## src/rtl/wrc_pkg.sv

```systemverilog
package wrc_pkg;

    localparam int unsigned CNT_W    = 8;
    localparam int unsigned DIV_BITS = 2;

    typedef logic [CNT_W-1:0] cnt_t;

    typedef enum logic [1:0] {
        RC_NONE = 2'd0,
        RC_X1   = 2'd1,
        RC_X2   = 2'd2,
        RC_X4   = 2'd3
    } rate_cls_e;

    typedef enum logic {
        FAM_48K = 1'b0,
        FAM_44K = 1'b1
    } fam_e;

    typedef struct packed {
        logic evt;
        cnt_t cnt;
    } meas_t;

    function automatic rate_cls_e classify(cnt_t c, int unsigned lim1,
                                           int unsigned lim2, int unsigned lim4);
        if (32'(c) > lim1)      return RC_X1;
        else if (32'(c) > lim2) return RC_X2;
        else if (32'(c) > lim4) return RC_X4;
        else                    return RC_NONE;
    endfunction

    function automatic fam_e family_of(cnt_t c, int unsigned lim);
        return (32'(c) >= lim) ? FAM_44K : FAM_48K;
    endfunction

endpackage

```

## src/rtl/wrc_tick_gen.sv

```systemverilog
module wrc_tick_gen #(
    parameter int unsigned DIV = 3
) (
    input  logic clk,
    input  logic rst,
    output logic tick
);
    localparam int unsigned W = (DIV > 1) ? $clog2(DIV) : 1;
    localparam logic [W-1:0] LAST = W'(DIV - 1);

    logic [W-1:0] ph_q;

    always_ff @(posedge clk) begin
        if (rst)               ph_q <= '0;
        else if (ph_q == LAST) ph_q <= '0;
        else                   ph_q <= ph_q + 1'b1;
    end

    assign tick = (ph_q == LAST);
endmodule

```

## src/rtl/wrc_sync_edge.sv

```systemverilog
module wrc_sync_edge #(
    parameter int unsigned STAGES = 2
) (
    input  logic clk,
    input  logic rst,
    input  logic async_in,
    output logic level,
    output logic rise,
    output logic fall
);
    logic [STAGES-1:0] sh_q;
    logic              prev_q;

    always_ff @(posedge clk) begin
        if (rst) begin
            sh_q   <= '0;
            prev_q <= 1'b0;
        end else begin
            sh_q   <= {sh_q[STAGES-2:0], async_in};
            prev_q <= sh_q[STAGES-1];
        end
    end

    assign level = sh_q[STAGES-1];
    assign rise  = level & ~prev_q;
    assign fall  = ~level & prev_q;
endmodule

```

## src/rtl/wrc_phase_counter.sv

```systemverilog
// Counts ticks while lvl is low, clears while high, and reports the
// low-phase count at each rising edge. The first edge after reset or
// restart closes a partial phase and is not reported.
module wrc_phase_counter
    import wrc_pkg::*;
(
    input  logic  clk,
    input  logic  rst,
    input  logic  tick,
    input  logic  lvl,
    input  logic  restart,
    output meas_t meas
);
    cnt_t cnt_q;
    logic lvl_q;
    logic armed_q;
    logic rise;

    assign rise = lvl & ~lvl_q;

    always_ff @(posedge clk) begin
        if (rst) begin
            cnt_q   <= '0;
            lvl_q   <= 1'b0;
            armed_q <= 1'b0;
            meas    <= '0;
        end else begin
            lvl_q    <= lvl;
            meas.evt <= 1'b0;
            if (restart) begin
                armed_q <= 1'b0;
                cnt_q   <= '0;
            end else begin
                if (rise) begin
                    meas.evt <= armed_q;
                    meas.cnt <= cnt_q;
                    armed_q  <= 1'b1;
                end
                if (lvl)                      cnt_q <= '0;
                else if (tick && cnt_q != '1) cnt_q <= cnt_q + 1'b1;
            end
        end
    end
endmodule

```

## src/rtl/wrc_wclk_div.sv

```systemverilog
// Ripple of toggle stages on the word clock (a small up-counter); stage k
// divides by 2**(k+1). The class code picks the stage.
module wrc_wclk_div
    import wrc_pkg::*;
(
    input  logic      clk,
    input  logic      rst,
    input  logic      restart,
    input  logic      lvl,
    input  logic      rise,
    input  rate_cls_e sel,
    output logic      div_lvl
);
    logic [DIV_BITS-1:0] tgl_q;

    always_ff @(posedge clk) begin
        if (rst || restart) tgl_q <= '0;
        else if (rise)      tgl_q <= tgl_q + 1'b1;
    end

    always_comb begin
        case (sel)
            RC_X2:   div_lvl = tgl_q[0];
            RC_X4:   div_lvl = tgl_q[DIV_BITS-1];
            default: div_lvl = lvl;
        endcase
    end
endmodule

```

## src/rtl/wclk_rate_classifier.sv

```systemverilog
module wclk_rate_classifier
    import wrc_pkg::*;
#(
    parameter int unsigned PRESCALE    = 3,
    parameter int unsigned SYNC_STAGES = 2,
    parameter int unsigned LIM_X1      = 64,
    parameter int unsigned LIM_X2      = 32,
    parameter int unsigned LIM_X4      = 16,
    parameter int unsigned FAM_LIMIT   = 89,
    parameter int unsigned TIMEOUT_CYC = 65536
) (
    input  logic       clk,
    input  logic       rst,
    input  logic       wclk_in,
    output logic [1:0] rate_cls,
    output logic       fam_44k,
    output logic       rate_valid
);
    localparam int unsigned TO_W = $clog2(TIMEOUT_CYC + 1);
    localparam logic [TO_W-1:0] TO_LAST = TO_W'(TIMEOUT_CYC - 1);
    localparam logic [TO_W-1:0] TO_FULL = TO_W'(TIMEOUT_CYC);

    logic      tick;
    logic      wl, wrise, wfall, wedge;
    logic      div_lvl;
    logic      restart2;
    logic      cls_commit;
    logic      stale_evt;
    meas_t     meas1, meas2;
    rate_cls_e raw_cls, cls_q, cls_cand_q;
    fam_e      raw_fam, fam_q, fam_cand_q;
    logic      fam_seen_q, fam_lock_q;
    logic [TO_W-1:0] idle_q;

    wrc_tick_gen #(.DIV(PRESCALE)) u_tick (
        .clk(clk), .rst(rst), .tick(tick)
    );

    wrc_sync_edge #(.STAGES(SYNC_STAGES)) u_sync (
        .clk(clk), .rst(rst), .async_in(wclk_in),
        .level(wl), .rise(wrise), .fall(wfall)
    );

    assign wedge = wrise | wfall;

    wrc_phase_counter u_cnt_rate (
        .clk(clk), .rst(rst), .tick(tick), .lvl(wl),
        .restart(1'b0), .meas(meas1)
    );

    wrc_wclk_div u_div (
        .clk(clk), .rst(rst), .restart(restart2), .lvl(wl),
        .rise(wrise), .sel(cls_q), .div_lvl(div_lvl)
    );

    wrc_phase_counter u_cnt_fam (
        .clk(clk), .rst(rst), .tick(tick), .lvl(div_lvl),
        .restart(restart2), .meas(meas2)
    );

    // ---- word-clock loss ----
    assign stale_evt = !wedge && (idle_q == TO_LAST);

    always_ff @(posedge clk) begin
        if (rst)                  idle_q <= '0;
        else if (wedge)           idle_q <= '0;
        else if (idle_q != TO_FULL) idle_q <= idle_q + 1'b1;
    end

    // ---- rate class with two-sample agreement ----
    assign raw_cls    = classify(meas1.cnt, LIM_X1, LIM_X2, LIM_X4);
    assign cls_commit = meas1.evt && (raw_cls == cls_cand_q) && (raw_cls != cls_q);
    assign restart2   = cls_commit || stale_evt;

    always_ff @(posedge clk) begin
        if (rst) begin
            cls_q      <= RC_NONE;
            cls_cand_q <= RC_NONE;
        end else if (stale_evt) begin
            cls_q      <= RC_NONE;
            cls_cand_q <= RC_NONE;
        end else if (meas1.evt) begin
            cls_cand_q <= raw_cls;
            if (raw_cls == cls_cand_q) cls_q <= raw_cls;
        end
    end

    // ---- family with two-sample agreement ----
    assign raw_fam = family_of(meas2.cnt, FAM_LIMIT);

    always_ff @(posedge clk) begin
        if (rst) begin
            fam_q      <= FAM_48K;
            fam_cand_q <= FAM_48K;
            fam_seen_q <= 1'b0;
            fam_lock_q <= 1'b0;
        end else if (restart2) begin
            fam_seen_q <= 1'b0;
            fam_lock_q <= 1'b0;
        end else if (meas2.evt && cls_q != RC_NONE) begin
            if (fam_seen_q && raw_fam == fam_cand_q) begin
                fam_q      <= raw_fam;
                fam_lock_q <= 1'b1;
            end
            fam_cand_q <= raw_fam;
            fam_seen_q <= 1'b1;
        end
    end

    assign rate_cls   = cls_q;
    assign fam_44k    = (fam_q == FAM_44K);
    assign rate_valid = (cls_q != RC_NONE) && fam_lock_q;
endmodule

```

## config.mk

```make
export PLATFORM = sky130hd
export DESIGN_NAME = wclk_rate_classifier
export DESIGN_NICKNAME = d
export VERILOG_FILES = /design/src/rtl/wrc_pkg.sv /design/src/rtl/wrc_tick_gen.sv /design/src/rtl/wrc_sync_edge.sv /design/src/rtl/wrc_phase_counter.sv /design/src/rtl/wrc_wclk_div.sv /design/src/rtl/wclk_rate_classifier.sv
export SDC_FILE = /design/constraint.sdc
export NUM_CORES = 1
export LEC_CHECK = 0
export BUFFER_PORTS_ARGS = -buffer_cell sky130_fd_sc_hd__buf_2
export CORE_MARGIN = 2
export CORE_UTILIZATION = 62
export DETAILED_ROUTE_END_ITERATION = 10
export PLACE_DENSITY = 0.76
export SLEW_MARGIN = 5
export SYNTH_ARGS = -nofsm -noshare
export SYNTH_HDL_FRONTEND = slang
export SYNTH_HIERARCHICAL = 1
export SYNTH_SLANG_ARGS = --single-unit
```

## constraint.sdc

```tcl
create_clock -name clk -period 3.3 [get_ports clk]
set_input_delay 0.33 -clock clk [delete_from_list [all_inputs] [get_ports clk]]
set_output_delay 0.33 -clock clk [all_outputs]
set_load 0.005 [all_outputs]
```

# Word-level counts from Yosys, hierarchy flattened
# Index checks and enable logic that the tools add are counted.
# W data, S select, Z words.
dict set report classes {
  add_sub_neg 5
  order_cmp 4
  n_eq_ne 10
  muxes 5
  bitwise_logic 10
  reduce_logical 25
}
# op n
set op_table {}
lappend op_table {{$add A17 B1 Y17 const B} 1}
lappend op_table {{$eq A17 B16 Y1 const B} 1}
lappend op_table {{$ne A17 B17 Y1 const B} 1}
lappend op_table {{$add A8 B1 Y8 const B} 2}
lappend op_table {{$ne A8 B8 Y1 const B} 2}
lappend op_table {{$reduce_or A2 Y1} 6}
lappend op_table {{$ge A8 B7 Y1 const B} 1}
lappend op_table {{$gt A8 B5 Y1 const B} 1}
lappend op_table {{$gt A8 B6 Y1 const B} 1}
lappend op_table {{$gt A8 B7 Y1 const B} 1}
lappend op_table {{$logic_and A1 B1 Y1} 8}
lappend op_table {{$reduce_and A2 Y1} 4}
lappend op_table {{$eq A2 B2 Y1 const B} 3}
lappend op_table {{$mux W2} 3}
lappend op_table {{$not A1 Y1} 6}
lappend op_table {{$reduce_or A3 Y1} 2}
lappend op_table {{$add A2 B1 Y2 const B} 2}
lappend op_table {{$and A1 B1 Y1} 3}
lappend op_table {{$reduce_and A3 Y1} 1}
lappend op_table {{$eq A2 B2 Y1} 1}
lappend op_table {{$logic_or A1 B1 Y1} 2}
lappend op_table {{$ne A2 B2 Y1} 1}
lappend op_table {{$pmux W1 S2} 1}
lappend op_table {{$reduce_bool A2 Y1} 1}
lappend op_table {{4 further kinds} 4}
dict set report totals {
  register_bits 69
  inputBits 3
  out_inout_bits 4
  elab_cells 79
}

# Longest topological paths before layout
# Gate-level depths: netlist of run 1.
dict set report logic_depth {
  depth_word 10
  mapped_depth 14
  ltp_nobuf 12
}

# Hierarchy
# The synthesis of run 1 kept the hierarchy.
# module n_inst cells_per_inst area_each_um2 seq_area_each_um2
set modules_own_cells {}
lappend modules_own_cells {wrc_phase_counter 2 80 793.3 380.4}
lappend modules_own_cells {wclk_rate_classifier 1 170 1431.4 500.5}
lappend modules_own_cells {wrc_wclk_div 1 11 103.8 40.0}
lappend modules_own_cells {wrc_sync_edge 1 8 91.3 60.1}
lappend modules_own_cells {wrc_tick_gen 1 6 76.3 40.0}

# Worst setup path after synthesis of run 1
# Ideal clock, no wire load.
dict set report synth_path {
  path_type {reg-to-reg}
  startpoint {register idle_q[0]}
  endpoint {register u_cnt_fam/meas[0] (netlist name)}
  setup_time_ns 0.128
  arrival_time_ns 2.397
  required_time_ns 3.172
  path_slack_ns 0.776
  path_stages_with_launch 15
  n_path_buf 2
  period_less_slack_ns 2.524
  path_cell_list {dfxtp_1 > ha_1 > nand2_1 > or2_2 > clkbuf_1 > nor2_1 > and3_1 > ha_1 > nor3b_1 > inv_1 > nand2_1 > nor3b_1 > buf_2 > mux2i_1 > nor2_1}
}
dict set report synth_via {
  elab_chain_cells 5
}
# element line
set synth_rtl {}
lappend synth_rtl {{start, declared} wclk_rate_classifier.sv:33} ;# logic [TO_W-1:0] idle_q;
lappend synth_rtl {{start signal, assigned} wclk_rate_classifier.sv:67} ;# else if (idle_q != TO_FULL) idle_q <= idle_q + 1'b1;
lappend synth_rtl {{$eq A17 B16 Y1} wclk_rate_classifier.sv:62} ;# assign stale_evt = !wedge && (idle_q == TO_LAST);
lappend synth_rtl {{$logic_and A1 B1 Y1} wclk_rate_classifier.sv:62}
lappend synth_rtl {{$logic_or A1 B1 Y1} wclk_rate_classifier.sv:73} ;# assign restart2 = cls_commit || stale_evt;
lappend synth_rtl {{via restart2} wclk_rate_classifier.sv:26} ;# logic restart2;
lappend synth_rtl {{$not A1 Y1 (no line)} --}
lappend synth_rtl {{$reduce_and A2 Y1 (no line)} --}
lappend synth_rtl {{end, declared} wrc_phase_counter.sv:12} ;# output meas_t meas
# The timed path passes the listed nets, and every way through them passes these cells.
# A chain may end at the register's enable or synchronous reset.

# Worst setup path after layout of run 1
dict set report layout_path {
  startpoint {register idle_q[0]}
  endpoint {register u_cnt_fam/meas[1] (netlist name)}
}
# Same word-level chain as after synthesis.

==> out/results.ini, run 1 <==
[status]
status=finished, final reports clean

[pwr]
switching_share=0.206
power.internal_mw=1.46
p_switching_uw=377
power_density_nw_per_um2=503
vdd_ir_drop_max_mv=0.483
clkPwrFrac=0.476
p_seq_frac=0.476
power.leakage_nw=1.32
power_frac_comb=0.048

[synthesis]
synth_edf_count=0
netlist.area_leader.share=0.426
async_flop_share=0
synth-seq-area-share=0.426
synth_seq_cells=70
synthDistinctLibCells=57
ys.flop_type=dfxtp_1
netlist_area_um2=3290
synth_area_per_cell_um2=9.27
synth_area_leaders=dfxtp_1 (43%), mux2i_1 (7.6%), nor2_1 (4.9%)
syn_inst=355
synth_top_cell_by_area=dfxtp_1
ys.warnings.count=6

[hold_path]
holdPathEnd=u_sync/sh_q[0]
hold_path_startpoint=wclk_in
min_path_type=in2reg
worstHoldPathCells=2

[timing]
setup_violations=0
setup_tns_ns=0
worst_pin_slew_ns=0.659
finalClockSkew_ns=0.00665
timing.final.ws_setup_ns=0.413
rsz0062_at_grt=no
fin_crit_sh=0.875
slew_headroom=0.561
hold_violations=0
finalMaxSlewViolations=0
fmax_mhz=346
finalCriticalPeriod_ns=2.89

[die]
dieHeight_um=76.8
die_w_um=76.8
io_pins=7
start_util=0.644
fp.coreArea_um2=5110
rows=26
die-area_um2=5900

[final_layout]
num-nets-final=378
fill_cells=391
syn_to_final_growth_pct=10.8
diodes=0
drive_gt1_frac=0.121

[clock_network]
htree_levels=3
post_cts_buffers=0
clk_latency_ns=0.35
cts_tree=done
cts_made_buffers=9
cts_root_buf=clkbuf_8
cts_buffer_depth=2
post_cts_resized=0
cts_sinks=70
hold_buffers=0
clkTransAtPathRegs_ns=0.07

[global_routing]
grt_max_degree=38
grt_pass1_wl_um=10800
antenna_found_initial=0
globalRouteOverflowTotal=0
grtUsageTotal=0.229
grt_pass1_vias=2440

[critical_path]
worstSetupPathType=reg2reg
regToRegSetupSlack_ns=0.41
slowest_stage=dfxtp_1
startpoint_type=flop
max_stage_delay_ns=0.40
crit_path_max_fanout=8
crit-reg2reg-launch=idle_q[0]
path_cells=ha_1 -> nand2_1 -> or2_2 -> nor2_1 -> and3_1 -> ha_1 -> nor3b_1 -> inv_1 -> nand2_1 -> nor3b_1 -> buf_4 -> mux2i_1 -> nor2_1
end_kind=flop
worst_r2r_endpoint=u_cnt_fam/meas[1]
r2r_cells=13
required_ns=3.51
crit_arrival_ns=3.10

[flow_run]
cap_violations=0

[drt]
wl_um=6150
vias=2545
wire_per_inst_um=13.9
first_pass_iters=4
avgViaCountPerCell=5.74
antenna_left=0
remaining_drc_errors=0
drt_iter0_drc=119

[placed_design]
port_buffers=6
dpl_worst_slack_ns=0.446
gp_congestion=0.808
dp_hpwl_um=4130

[area by class of cell]
cell class	count	area, um2	share of cell area
Tap cell	70	87.6	0.0240
Multi-Input combinational cell	269	1810	0.497
Clock inverter	3	90.1	0.0247
Inverter	10	37.5	0.0103
Clock buffer	12	165	0.0453
Sequential cell	70	1400	0.384
Timing Repair Buffer	9	52.6	0.0144
[critical path, delay by kind of cell (launching register included)]
family	cells	cell delay [ns]
adders and majority gates	2	0.36
buffers and inverters	2	0.31
DFF	1	0.40
muxes	1	0.19
and+or+nand+nor	8	1.51
[Yosys cell counts, drive strengths merged, types with 7 or more instances]
library cell / n
xor2: 10
o21ai: 10
nor3: 9
inv: 10
dfxtp: 70
a211oi: 7
nor2b: 13
or3: 8
nor2: 43
nand2b: 8
nand2: 30
a21oi: 12
mux2i: 25
[placed cells by master, fill, tap and decap left out, types with 3 or more instances in the layout]
master     instances
a211oi_1           7
a21boi_0           3
a21oi_1           11
a311oi_1           4
a31oi_1            5
and3_1             4
and4_1             3
buf_2              6
buf_4              3
bufinv_16          3
clkbuf_8          12
conb_1             5
dfxtp_1           70
ha_1               6
inv_1             10
mux2i_1           25
nand2_1           30
nand2b_1           8
nand3_1            5
nand4_1            6
nor2_1            43
nor2b_1           13
nor3_1             5
nor3_2             4
nor3b_1            6
nor4_1             3
o21ai_0           10
or2_2              3
or3_1              7
xnor2_1            5
xor2_1            10
[worst max path at each step]
stage                          from           endpoint  slack [ns]  cells past startpoint
after floorplan           idle_q[0]  u_cnt_fam/meas[0]        0.78                     14
after global placement    idle_q[0]  u_cnt_fam/meas[7]        0.48                     13
after detailed placement  idle_q[0]  u_cnt_fam/meas[6]        0.45                     13
after CTS                 idle_q[0]  u_cnt_fam/meas[1]        0.39                     13
after global routing      idle_q[0]  u_cnt_fam/meas[1]        0.08                     13
final                     idle_q[0]  u_cnt_fam/meas[1]        0.41                     13
[through the flow]
| stage | std cells | area, um2 | hold WS, ns | utilization | power, mW |
|---|---|---|---|---|---|
| after global routing | 443 | 3640 | 0.212 | 0.714 | 1.89 |
| after global placement | 428 | 3390 | 0.414 | 0.664 | 0.976 |
| final | 443 | 3640 | 0.189 | 0.714 | 1.83 |
| after floorplan | 359 | 3300 | 0.394 | - | 0.957 |
| after CTS | 443 | 3640 | 0.181 | 0.714 | 1.85 |
| after detailed placement | 428 | 3390 | 0.413 | 0.664 | 0.978 |
[cells by family after synthesis]
logic type	count (synthesis)	share of synthesized area
and+or+nand+nor	159	0.270
DFF	70	0.426
other	1	0.00114
buffers and inverters	20	0.0281
AOI/OAI and AO/OA	57	0.129
muxes	27	0.0829
adders and majority gates	6	0.0228
xor gates and xnor gates	15	0.0399
[sequential cells by signal (all words and copies together) (netlist names)]
name	flops
u_cnt_fam/meas	9
u_cnt_fam/lvl_q	1
u_tick/ph_q	2
u_cnt_fam/armed_q	1
u_cnt_rate/cnt_q	8
u_sync/sh_q	2
fam_seen_q	1
u_div/tgl_q	2
idle_q	17
u_cnt_rate/meas	9
fam_44k	1
u_cnt_rate/armed_q	1
fam_lock_q	1
u_sync/prev_q	1
rate_cls	2
cls_cand_q	2
u_cnt_fam/cnt_q	8
fam_cand_q	1
u_cnt_rate/lvl_q	1
[power groups by stage]
stage	logic, mW	registers (mW)	clock network, mW
4_1_cts	0.0877	0.872	0.887
6_report	0.0877	0.873	0.872
5_1_grt	0.0987	0.874	0.918
3_5_place_dp	0.0866	0.892	0
3_3_place_gp	0.0845	0.891	0
2_1_floorplan	0.0685	0.888	0
[layer usage]
layer	vias to the layer above	routed length (um)	GRT usage
met4	0	172	0.142
li1	1286	-	-
met3	15	138	0.0400
met1	1213	2940	0.280
met2	31	2890	0.375
met5	-	0	0
(Power assumes the default switching activity.)
==> run 2: changes to the inputs <==
CORE_MARGIN = not set   (was 2)
CORE_UTILIZATION = 64   (was 62)
CTS_BUF_LIST = sky130_fd_sc_hd__clkbuf_8   (was not set)
PLACE_DENSITY = 0.78   (was 0.76)
==> run 2 against run 1 <==
Compared with the run above:
- clock skew up 0.0033 ns
- power down 1.9%
- global-route usage up 1.3 points
- register-to-register slack better by 0.09 ns
- design area down 0.55%
- worst hold slack better by 0.023 ns
- die area down 8.0%
==> out/results.ini, run 2 (synthesis results as in run 1) <==
[status]
status=finished, final reports clean

[final_layout]
drive_gt1_frac=0.121
fin_area_um2=3620
num-nets-final=377
top_regs=idle_q (17), u_cnt_fam/meas (9), u_cnt_rate/meas (9)
final_cell_mix=dfxtp_1 (70), nor2_1 (43), nand2_1 (30), mux2i_1 (25), nor2b_1 (13)
largest_register=idle_q
fill_cells=355
register_area_um2=1400
largest_register_ffs=17
syn_to_final_growth_pct=10.2
multi_input_area_um2=1810
final_common_cell=dfxtp_1
diodes=0

[critical_path]
startpoint_type=flop
worstSetupPathType=reg2reg
crit_path_max_fanout=8
slowest_stage=dfxtp_1
max_stage_delay_ns=0.39
crit_arrival_ns=3.00
path_cells=ha_1 -> nand2_1 -> or2_2 -> nor2_1 -> and3_1 -> ha_1 -> nor3b_1 -> inv_1 -> nand2_1 -> nor3b_1 -> buf_4 -> mux2i_1 -> nor2_1
required_ns=3.51
end_kind=flop

[drt]
antenna_left=0
vias=2559
wire_per_inst_um=13.5
first_pass_iters=4
avgViaCountPerCell=5.82
remaining_drc_errors=0
wl_um=5920
drt_iter0_drc=111

[die]
start_util=0.678
die-area_um2=5430
rows=25
io_pins=7
dieHeight_um=73.7
fp.coreArea_um2=4850
die_w_um=73.7

[flow_run]
cap_violations=0

[placed_design]
postPlaceCellArea_um2=3380
gp_congestion=0.781
dp_hpwl_um=4060
dpl_worst_slack_ns=0.508
port_buffers=6

[clock_network]
post_cts_resized=0
htree_levels=3
cts_buffer_depth=2
cts_tree=done
clkTransAtPathRegs_ns=0.07
clk_latency_ns=0.34
cts_sinks=70
post_cts_buffers=0
cts_root_buf=clkbuf_8
cts_made_buffers=9
hold_buffers=0

[timing]
hold_violations=0
setup_tns_ns=0
finalClockSkew_ns=0.00990
fin_crit_sh=0.848
worst_pin_slew_ns=0.661
setup_violations=0
finalCriticalPeriod_ns=2.80
fmax_mhz=357
timing.final.ws_setup_ns=0.503
rsz0062_at_grt=no
slew_headroom=0.560
finalMaxSlewViolations=0

[global_routing]
globalRouteOverflowTotal=0
grtUsageTotal=0.242
grt_pass1_vias=2417
antenna_found_initial=0
grt_pass1_wl_um=10100
grt_max_degree=38

[pwr]
vdd_ir_drop_max_mv=0.363
power_density_nw_per_um2=496
power.leakage_nw=1.31

[hold_path]
min_path_type=in2reg

## run 2: cell count changes in the layout (fill, tap and decap cells not counted)
cell,before,now
buf_4,3,2
clkinv_2,0,2
clkbuf_8,12,10
clkinv_4,0,1
## run 2: layout make-up
type,count,share of cell area
inverter,10,0.0104
multi-input combinational,269,0.499
clock inverter,6,0.0300
timing repair buffer,8,0.0124
clock buffer,10,0.0380
sequential,70,0.387
tap,67,0.0231
## run 2: critical path: cells and delay by family, from the launching register on
| family | cells | cell delay (ns) |
|---|---|---|
| fa+ha+maj | 2 | 0.36 |
| buf+inv | 2 | 0.30 |
| flops | 1 | 0.39 |
| mux | 1 | 0.16 |
| simple gates | 8 | 1.46 |
## run 2: power breakdown
| group | switching [mW] | internal (mW) | leakage (nW) | total (mW) |
|---|---|---|---|---|
| Combinational | 0.0518 | 0.0344 | 0.616 | 0.0862 |
| Clock | 0.318 | 0.521 | 0.126 | 0.839 |
| Sequential | 0.0125 | 0.860 | 0.566 | 0.872 |
| Total | 0.382 | 1.42 | 1.31 | 1.80 |
## run 2: metal layers
metal,GRT usage,share of wire,vias to the layer above
met5,0,0,-
met4,0.111,0.017,0
met3,0.0494,0.018,10
met2,0.427,0.49,24
met1,0.280,0.47,1228
li1,-,-,1297
## run 2: final timing paths
path                                     start                end  slack (ns)  cells past startpoint
worst min register to register  u_tick/ph_q[0]     u_tick/ph_q[0]        0.43                      1
worst max register to register       idle_q[0]  u_cnt_fam/meas[7]        0.50                     13
worst max-delay path                 idle_q[0]  u_cnt_fam/meas[7]        0.50                     13
worst min-delay path                   wclk_in     u_sync/sh_q[0]        0.21                      2
## run 2: metrics by stage
step	instances	hold slack, ns	utilization	total power [mW]
CTS	440	0.201	0.748	1.81
finish	440	0.213	0.748	1.80
floorplan	359	0.394	-	0.957
detailed placement	424	0.422	0.697	0.979
global route	440	0.219	0.748	1.85
global placement	424	0.410	0.697	0.974
==> run 3: changes to the inputs <==
CORE_UTILIZATION = 58   (was 64)
PLACE_DENSITY = 0.75   (was 0.78)
clock period = 2.5 ns   (was 3.3 ns; I/O delays follow)
==> run 3 against run 2 <==
Compared with the run above:
- register-to-register slack got worse by 0.35 ns
- worst hold slack got worse by 0.066 ns
- utilization decreased by 5.6 points
- design area increased by 4.4%
- power increased by 23%
- combinational power increased by 52%
- clock skew about the same
- non-clock buffer count increased by 20
- sequential power increased by 32%
- sequential share of layout area decreased by 1.5 points
- final cell count increased by 5.7%
- wire length increased by 7.1%
- critical path type unchanged
- largest cell class unchanged
- highest routed layer unchanged
==> out/results.ini, run 3 (synthesis results as in run 1) <==
[placed_design]
postPlaceCellArea_um2=3510
gp_congestion=0.816
port_buffers=6
dp_hpwl_um=4250

[final_layout]
top_regs=idle_q (17), u_cnt_fam/meas (9), u_cnt_rate/meas (9)
syn_to_final_growth_pct=15.1
fin_area_um2=3780
largest_register=idle_q
fill_cells=438
final_common_cell=dfxtp_1
multi_input_area_um2=1850
diodes=0
register_area_um2=1410
num-nets-final=397
final_cell_mix=dfxtp_1 (66), nor2_1 (42), nand2_1 (29), mux2i_1 (25), buf_4 (21)
largest_register_ffs=17
drive_gt1_frac=0.191

[global_routing]
grt_pass1_vias=2469
grt_max_degree=38
grt_pass1_wl_um=10900
grtUsageTotal=0.233
antenna_found_initial=0
globalRouteOverflowTotal=0

[drt]
antenna_left=0
first_pass_iters=6
remaining_drc_errors=0
avgViaCountPerCell=5.56
wire_per_inst_um=13.6
drt_iter0_drc=82
wl_um=6350
vias=2586

[critical_path]
crit_arrival_ns=2.56
worstSetupPathType=reg2reg
startpoint_type=flop
max_stage_delay_ns=0.36
crit_path_max_fanout=8
slowest_stage=dfxtp_1
crit-reg2reg-launch=idle_q[1]
end_kind=flop
path_cells=ha_2 -> nand2_1 -> or2_2 -> nor2_2 -> and3_1 -> ha_1 -> nor3b_4 -> inv_1 -> nand2_4 -> nor3b_2 -> buf_6 -> mux2i_1 -> nor2_1
crit_start=idle_q[1]
required_ns=2.72

[die]
dieHeight_um=77.3
fp.coreArea_um2=5470
rows=27
die_w_um=77.3
start_util=0.601
die-area_um2=5980
io_pins=7

[clock_network]
cts_buffer_depth=2
clk_latency_ns=0.35
cts_root_buf=clkbuf_8
htree_levels=3
cts_tree=done
cts_sinks=70
clkTransAtPathRegs_ns=0.08
cts_made_buffers=9

[timing]
slew_headroom=0.553
hold_violations=0
worst_pin_slew_ns=0.671
finalCriticalPeriod_ns=2.34
finalClockSkew_ns=0.0103
fmax_mhz=427
setup_violations=0
fin_crit_sh=0.937
finalMaxSlewViolations=0
holdWs_ns=0.147

[flow_run]
cap_violations=0

[pwr]
power.leakage_nw=1.39
power_density_nw_per_um2=586
vdd_ir_drop_max_mv=0.692

[hold_path]
hold_path_startpoint=wclk_in
min_path_type=in2reg

[status]
status=finished, final reports clean

-- run 3: cell types whose count changed in the layout (fill, tap and decap cells not counted), moves of 2 or more --
| cell | before | now |
|---|---|---|
| dfxtp_1 | 70 | 66 |
| inv_6 | 0 | 2 |
| buf_4 | 2 | 21 |
| bufinv_16 | 3 | 1 |
| dfxtp_2 | 0 | 4 |
| nor3b_1 | 6 | 4 |
-- run 3: final timing paths --
kind	endpoint	slack [ns]	depth (start not counted)
hold / removal	u_sync/sh_q[0]	0.15	2
setup / recovery	u_cnt_fam/meas[3]	0.16	13
hold reg to reg	u_tick/ph_q[0]	0.42	1
setup reg to reg	u_cnt_fam/meas[3]	0.16	13
-- run 3: repair_timing --
item | 4_1_cts | 5_1_grt
hold buffers | 0 | 0
gates resized for setup | 0 | 12
endpoints found under the setup margin | 4 | 16
pin swaps | 1 | 3
setup buffers | 2 | 2
-- run 3: worst max-delay path, delay by kind of cell, from the launching register on --
kind	cells	cell delay [ns]
adder cells (fa/ha/maj)	2	0.35
buffers and inverters	2	0.26
flip-flops	1	0.36
multiplexers	1	0.17
AND/OR/NAND/NOR	8	1.07
-- run 3: report_power, final --
part | total, mW | internal, mW | switching, mW
sequential | 1.15 | 1.13 | 0.0148
combinational | 0.131 | 0.0560 | 0.0745
clock | 0.938 | 0.494 | 0.444
total | 2.22 | 1.68 | 0.533
-- run 3: final cells by class --
type,instances,area share
multi-input combinational,269,0.488
sequential,70,0.372
timing repair buffer,28,0.0526
clock buffer,10,0.0364
tap,72,0.0238
clock inverter,6,0.0182
inverter,10,0.00992
-- run 3: routing by layer --
layer  track usage  up-vias  part of all wire
met5             0        -                 0
met3        0.0655       10             0.029
met1         0.279     1212              0.47
met4        0.0925        0             0.014
li1              -     1327                 -
met2         0.393       37              0.49
-- run 3: metrics by stage --
stage / setup slack (ns) / power (mW) / instances / TNS [ns] / util
finish: 0.157 / 2.22 / 465 / 0 / 0.692
global route: -0.0193 / 2.31 / 465 / -0.0320 / 0.692
CTS: 0.000234 / 2.24 / 463 / 0 / 0.682
detailed placement: 0.00968 / 1.30 / 445 / 0 / 0.641
global placement: 0.0940 / 1.30 / 445 / 0 / 0.641
floorplan: 0.0696 / 1.26 / 359 / 0 / -
